### config.mk
export PLATFORM = sky130hd
export DESIGN_NAME = mclk_rate_prescaler
export DESIGN_NICKNAME = d
export VERILOG_FILES = /design/src/rtl/mrp_pkg.sv /design/src/rtl/mrp_period_meas.sv /design/src/rtl/mrp_rate_lock.sv /design/src/rtl/mrp_tick_gen.sv /design/src/rtl/mclk_rate_prescaler.sv
export SDC_FILE = /design/constraint.sdc
export NUM_CORES = 1
export LEC_CHECK = 0
export BUFFER_PORTS_ARGS = -buffer_cell sky130_fd_sc_hd__buf_2
export CAP_MARGIN = 20
export CORE_MARGIN = 2
export CORE_UTILIZATION = 63
export CTS_BUF_LIST = sky130_fd_sc_hd__clkbuf_8 sky130_fd_sc_hd__clkbuf_16
export DETAILED_ROUTE_END_ITERATION = 10
export PLACE_DENSITY = 0.81
export REMOVE_ABC_BUFFERS = 1
export SETUP_SLACK_MARGIN = 0.4
export SYNTH_ARGS = -nofsm -noshare
export SYNTH_HDL_FRONTEND = slang
export SYNTH_SLANG_ARGS = --single-unit
### constraint.sdc
create_clock -name clk_i -period 3.4 [get_ports clk_i]
set_clock_uncertainty 0.1 [all_clocks]
set_input_delay 0.34 -clock clk_i [delete_from_list [all_inputs] [get_ports clk_i]]
set_output_delay 0.34 -clock clk_i [all_outputs]
set_load 0.01 [all_outputs]
### src/rtl/mrp_pkg.sv
package mrp_pkg;
  localparam int NUM_RATES = 7;
  localparam int MAX_DIV   = 16;

  typedef logic [2:0] rate_code_t;
  localparam rate_code_t RATE_NONE = 3'd7;
  localparam rate_code_t ODD_CODE  = 3'd3;  // 193 cycles, stretched last slot

  function automatic int nominal_cycles(int idx);
    case (idx)
      0: return 32;
      1: return 64;
      2: return 192;
      3: return 193;
      4: return 256;
      5: return 320;
      default: return 512;
    endcase
  endfunction

  function automatic logic [4:0] divide_of(rate_code_t c);
    case (c)
      3'd0: return 5'd1;
      3'd1: return 5'd2;
      3'd2, 3'd3: return 5'd6;
      3'd4: return 5'd8;
      3'd5: return 5'd10;
      3'd6: return 5'd16;
      default: return 5'd1;
    endcase
  endfunction

  // exact match wins over a tolerance neighbour
  function automatic rate_code_t classify(int n, int tol);
    rate_code_t res;
    logic hit;
    res = RATE_NONE;
    hit = 1'b0;
    for (int i = 0; i < NUM_RATES; i++) begin
      if (!hit && n == nominal_cycles(i)) begin
        res = rate_code_t'(i);
        hit = 1'b1;
      end
    end
    for (int i = 0; i < NUM_RATES; i++) begin
      if (!hit && n + tol >= nominal_cycles(i) && n <= nominal_cycles(i) + tol) begin
        res = rate_code_t'(i);
        hit = 1'b1;
      end
    end
    return res;
  endfunction
endpackage

### src/rtl/mrp_period_meas.sv
module mrp_period_meas #(
  parameter int CNT_W = 10
) (
  input  logic             clk_i,
  input  logic             rst_ni,
  input  logic             fsync_i,
  output logic             rise_o,
  output logic             meas_stb_o,
  output logic [CNT_W-1:0] meas_o,
  output logic             timeout_o
);
  localparam logic [CNT_W-1:0] CNT_MAX = '1;

  logic             fs_q;
  logic             started_q;
  logic [CNT_W-1:0] cnt_q;

  assign rise_o     = fsync_i & ~fs_q;
  assign meas_stb_o = rise_o & started_q;
  assign meas_o     = (cnt_q == CNT_MAX) ? CNT_MAX : cnt_q + CNT_W'(1);
  assign timeout_o  = started_q & (cnt_q == CNT_MAX);

  always_ff @(posedge clk_i or negedge rst_ni) begin
    if (!rst_ni) begin
      fs_q      <= 1'b0;
      started_q <= 1'b0;
      cnt_q     <= '0;
    end else begin
      fs_q <= fsync_i;
      if (rise_o) begin
        cnt_q     <= '0;
        started_q <= 1'b1;
      end else if (cnt_q != CNT_MAX) begin
        cnt_q <= cnt_q + CNT_W'(1);
      end
    end
  end
endmodule

### src/rtl/mrp_rate_lock.sv
module mrp_rate_lock
  import mrp_pkg::*;
#(
  parameter int CNT_W = 10,
  parameter int TOL   = 1
) (
  input  logic             clk_i,
  input  logic             rst_ni,
  input  logic             meas_stb_i,
  input  logic [CNT_W-1:0] meas_i,
  input  logic             timeout_i,
  output logic             valid_o,
  output rate_code_t       rate_o
);
  rate_code_t cls;
  rate_code_t prev_q;

  always_comb cls = classify(int'(meas_i), TOL);

  always_ff @(posedge clk_i or negedge rst_ni) begin
    if (!rst_ni) begin
      valid_o <= 1'b0;
      rate_o  <= RATE_NONE;
      prev_q  <= RATE_NONE;
    end else if (meas_stb_i) begin
      prev_q <= cls;
      if (cls != RATE_NONE && cls == prev_q) begin
        valid_o <= 1'b1;
        rate_o  <= cls;
      end else begin
        valid_o <= 1'b0;
        rate_o  <= RATE_NONE;
      end
    end else if (timeout_i) begin
      valid_o <= 1'b0;
      rate_o  <= RATE_NONE;
      prev_q  <= RATE_NONE;
    end
  end
endmodule

### src/rtl/mrp_tick_gen.sv
module mrp_tick_gen
  import mrp_pkg::*;
#(
  parameter int FRAME_TICKS = 32
) (
  input  logic       clk_i,
  input  logic       rst_ni,
  input  logic       rise_i,
  input  logic       valid_i,
  input  rate_code_t rate_i,
  output logic       tick_o
);
  localparam int SLOT_W = $clog2(FRAME_TICKS);
  localparam int PH_W   = $clog2(MAX_DIV + 2);

  logic [PH_W-1:0]   ph_q;
  logic [SLOT_W-1:0] slot_q;
  logic [PH_W-1:0]   len_m1;
  logic              stretch;

  assign stretch = (rate_i == ODD_CODE) && (slot_q == SLOT_W'(FRAME_TICKS - 1));
  assign len_m1  = PH_W'(divide_of(rate_i)) - PH_W'(1) + PH_W'(stretch);
  assign tick_o  = valid_i && (ph_q == '0);

  always_ff @(posedge clk_i or negedge rst_ni) begin
    if (!rst_ni) begin
      ph_q   <= '0;
      slot_q <= '0;
    end else if (rise_i) begin
      ph_q   <= '0;
      slot_q <= '0;
    end else if (ph_q >= len_m1) begin
      ph_q   <= '0;
      slot_q <= slot_q + SLOT_W'(1);
    end else begin
      ph_q <= ph_q + PH_W'(1);
    end
  end
endmodule

### src/rtl/mclk_rate_prescaler.sv
module mclk_rate_prescaler
  import mrp_pkg::*;
#(
  parameter int CNT_W       = 10,
  parameter int TOL         = 1,
  parameter int FRAME_TICKS = 32
) (
  input  logic       clk_i,
  input  logic       rst_ni,
  input  logic       fsync_i,
  output logic       tick_o,
  output logic       valid_o,
  output logic [2:0] rate_o
);
  logic             rise;
  logic             meas_stb;
  logic [CNT_W-1:0] meas;
  logic             timeout;
  rate_code_t       rate;

  mrp_period_meas #(.CNT_W(CNT_W)) u_meas (
    .clk_i      (clk_i),
    .rst_ni     (rst_ni),
    .fsync_i    (fsync_i),
    .rise_o     (rise),
    .meas_stb_o (meas_stb),
    .meas_o     (meas),
    .timeout_o  (timeout)
  );

  mrp_rate_lock #(.CNT_W(CNT_W), .TOL(TOL)) u_lock (
    .clk_i      (clk_i),
    .rst_ni     (rst_ni),
    .meas_stb_i (meas_stb),
    .meas_i     (meas),
    .timeout_i  (timeout),
    .valid_o    (valid_o),
    .rate_o     (rate)
  );

  mrp_tick_gen #(.FRAME_TICKS(FRAME_TICKS)) u_tick (
    .clk_i   (clk_i),
    .rst_ni  (rst_ni),
    .rise_i  (rise),
    .valid_i (valid_o),
    .rate_i  (rate),
    .tick_o  (tick_o)
  );

  assign rate_o = rate;
endmodule

==> flow_summary.toml <==
[pwr]
fin_total_pwr_mw = 1.05
power_per_cell_area_nw_per_um2 = 374
cellLeakagePower_nw = 1.15
vdd_ir_drop_max_mv = 0.368

[timing]
slew_viol_final = 0
max_clock_freq_mhz = 329
period_minus_slack_ns = 3.04
rsz0062_at_grt = "yes"
relSlewSlack_pct = 52.8
finalWorstSetupSlack_ns = 0.357
fin_crit_sh_pct = 89.5
final-hold-violation-count = 0
timing.final.setup_violations = 0
total_negative_slack_ns = 0
finalHoldWorstSlack_ns = 0.0783
worst_margin_slew_ns = 0.701

[layout]
fin_area_sq_um = 2800
fin_cells = 349
final_nets = 318
most_common_library_cell_in_the_layout_ignoring_fill_and_taps = "sky130_fd_sc_hd__nor2_1"
drive_gt1_share_pct = 26.2
final.fill_count = 243
final_core_utilization_pct = 75.8
commonest_cells_after_routing_fill_and_taps_aside = "sky130_fd_sc_hd__nor2_1, sky130_fd_sc_hd__dfrtp_1, sky130_fd_sc_hd__nand2_1, sky130_fd_sc_hd__buf_4"
antenna_fix_cells = 0
areaGrowthSynthToFinish_pct = 14.3

[min_path]
timing.hold.worst.class = "in -> reg"
timing.hold.worst.start = "fsync_i"

[placement]
placed_area_sq_um = 2500
preCtsSetupSlack_ns = 0.175
port-buffer-count = 7
gp_routability_congestion = 0.947
detailed_placer_s_ending_hpwl_microns = 4380
dp_cells = 333

[logic_synthesis]
muxShareOfSynthArea_pct = 2.10
synth_compound_area_share_pct = 21.9
yosys.area.top_type_share_pct = 23.5
dominant_combinational_cell_family_by_area_after_synthesis = "simple AND/OR/NAND/NOR gates"
synth_area_per_cell_sq_um = 8.59
ys_seq_area_share_pct = 29.9
synth_flop_cell = "sky130_fd_sc_hd__dfrtp_1"
netlist_top_cells_area = "sky130_fd_sc_hd__dfrtp_1, sky130_fd_sc_hd__ha_1, sky130_fd_sc_hd__dfstp_2, sky130_fd_sc_hd__nor2_1, sky130_fd_sc_hd__a21oi_1"
post_synth_and_or_nand_nor_area_fraction_pct = 27.2
post-synth-top-area-cell = "sky130_fd_sc_hd__dfrtp_1"
syn-instance-count = 285
synth_area_sq_um = 2450
postSynthRegisterBits = 29
arithmetic_cell_share_of_the_synthesized_area_counting_full_adders_half_adders_and_majority_gates_pct = 7.66
synthXorXnorAreaFrac_pct = 4.29
yosysUniqueCellTypes = 62
yosys_warning_count = 0
async_flop_share_pct = 100
synth_edf_count = 0

[grt]
gr-max-usage-layer = "met2"
grt_pass1_vias = 2166
global_route.usage.met1_pct = 41.1
use_met3_pct = 6.47
grt_start_max_net_pins = 30
grt_antenna_before_repair = 0
grt.overflow.total = 0
gr-usage-met2_pct = 50.2
first_pass_grt_wire_length_microns = 10200
grt_use_total_pct = 30.7

[drt]
routedWlPerCell_microns = 19.1
drt_wl_total_microns = 6660
dr_total_vias = 2333
drt-pass1-iter-count = 5
drtIter0Drc = 360
ant_nets = 0
vias_per_cell = 6.68
route.detailed.drc = 0

[die]
floorplan.initialDensity_pct = 66.4
die_y_microns = 66.3
fp.dieW_microns = 66.3
top_level_ports = 8
die_area_sq_um = 4400
design.core.area_sq_um = 3690
rows = 22

[clock_network]
cts_buffer_count = 5
cts_tree = "yes"
clk-insertion-delay-late_ns = 0.28
cts_buffer_depth = 2
cts-root-buf = "sky130_fd_sc_hd__clkbuf_8"
cts.htree.levels = 2
tritoncts_num_sinks = 29
cts.clk_slew.worst_paths_ns = 0.06

[flow_run]
max_cap_viol_count = 0

[run_status]
run_status = "complete, no violations"

[critical_path]
critPathCaptureType = "flip-flop"
cp.required_ns = 3.46
worst-path-max-fanout = 7
crit_path_from = "u_tick.slot_q[1]"
critical_path.startpoint_type = "flip-flop"
r2r_start = "u_tick.slot_q[1]"
criticalPathCategory = "reg -> reg"
cp.arrival_ns = 3.11
==> power breakdown <==
part	internal (mW)	switching [mW]	total [mW]
combinational	0.150	0.180	0.329
sequential	0.383	0.0717	0.455
clock	0.136	0.126	0.262
==> sequential cells by signal, indices dropped and copies added (netlist names) <==
| name | flops |
|---|---|
| u_lock.rate_o | 3 |
| u_meas.fs_q | 1 |
| u_tick.slot_q | 5 |
| u_meas.cnt_q | 10 |
| u_tick.ph_q | 5 |
| u_meas.started_q | 1 |
| u_lock.prev_q | 3 |
| u_lock.valid_o | 1 |
==> cell usage after synthesis (2+ instances only) <==
library cell,count
sky130_fd_sc_hd__nand3b_1,3
sky130_fd_sc_hd__buf_4,8
sky130_fd_sc_hd__a31oi_1,5
sky130_fd_sc_hd__nor2_1,38
sky130_fd_sc_hd__nor4_1,3
sky130_fd_sc_hd__xnor2_1,8
sky130_fd_sc_hd__or2_2,2
sky130_fd_sc_hd__nand2b_1,5
sky130_fd_sc_hd__and4_1,3
sky130_fd_sc_hd__clkbuf_1,5
sky130_fd_sc_hd__nand3_1,11
sky130_fd_sc_hd__nand4_1,6
sky130_fd_sc_hd__or3_1,4
sky130_fd_sc_hd__o21a_1,2
sky130_fd_sc_hd__a21o_1,4
sky130_fd_sc_hd__xor2_1,4
sky130_fd_sc_hd__a41o_1,2
sky130_fd_sc_hd__and2_1,4
sky130_fd_sc_hd__inv_1,13
sky130_fd_sc_hd__o211ai_1,5
sky130_fd_sc_hd__nor3_1,7
sky130_fd_sc_hd__o2111ai_1,4
sky130_fd_sc_hd__a21oi_1,19
sky130_fd_sc_hd__o21ai_0,8
sky130_fd_sc_hd__nand3_4,2
sky130_fd_sc_hd__nand2_1,18
sky130_fd_sc_hd__dfstp_2,6
sky130_fd_sc_hd__o211a_1,2
sky130_fd_sc_hd__buf_6,3
sky130_fd_sc_hd__dfrtp_1,23
sky130_fd_sc_hd__nor2b_1,7
sky130_fd_sc_hd__and3_1,4
sky130_fd_sc_hd__ha_1,15
sky130_fd_sc_hd__mux2i_1,4
==> worst max-delay path, stage by stage (launching register included) <==
cell,delay [ns]
sky130_fd_sc_hd__dfrtp_1,0.37
sky130_fd_sc_hd__ha_2,0.19
sky130_fd_sc_hd__and3_4,0.19
sky130_fd_sc_hd__ha_4,0.12
sky130_fd_sc_hd__nand4_1,0.14
sky130_fd_sc_hd__ha_4,0.20
sky130_fd_sc_hd__inv_2,0.06
sky130_fd_sc_hd__ha_4,0.13
sky130_fd_sc_hd__nor2_2,0.03
sky130_fd_sc_hd__o32a_1,0.28
sky130_fd_sc_hd__ha_1,0.28
sky130_fd_sc_hd__o21ai_1,0.09
sky130_fd_sc_hd__nand2b_1,0.09
sky130_fd_sc_hd__a21oi_2,0.16
sky130_fd_sc_hd__buf_6,0.16
sky130_fd_sc_hd__mux2i_1,0.26
sky130_fd_sc_hd__nor2_1,0.08
==> path summary, 6_finish.rpt <==
kind	end	slack [ns]	cells after the start
max in group asynchronous	u_meas.cnt_q[1]	2.22	2
setup / recovery	u_tick.slot_q[4]	0.36	16
setup reg to reg	u_tick.slot_q[4]	0.36	16
min in group asynchronous	u_lock.valid_o	0.52	2
hold reg to reg	u_meas.started_q	0.41	1
hold / removal	u_meas.fs_q	0.08	1
==> kinds of logic (layout without fill, tap and decap cells) <==
kind of cell | count (synthesis) | in the layout
AND/OR/NAND/NOR | 123 | 123
AO/OA/AOI/OAI | 70 | 70
buffers and inverters | 31 | 47
flip-flops | 29 | 29
adder cells (fa/ha/maj) | 15 | 15
XOR/XNOR | 12 | 12
multiplexers | 5 | 5
==> layer usage <==
layer,vias to the layer above,part of all wire (%),wire length [microns]
met2,111,48,3210
met4,0,2.4,158
met1,1131,42,2820
li1,1065,-,-
met5,-,0,0
met3,26,7.0,467
==> timing repair <==
action                     CTS  global route
hold buffers                 1             0
buffers inserted             3             4
gates cloned                 0             0
pin swaps                    5             9
resized for setup           11            22
setup endpoints to repair   14            14
hold endpoints to repair     1             0
==> cell type report <==
class	count	area (sq um)	share of cell area, %
clock buffer	5	68.8	2.46
clock inverter	3	11.3	0.403
inverter	14	52.6	1.88
multi-input combinational	225	1690	60.5
sequential	29	737	26.3
tap	48	60.1	2.15
timing repair buffer	25	176	6.31
No activity file was read; power rests on OpenSTA's default activity.
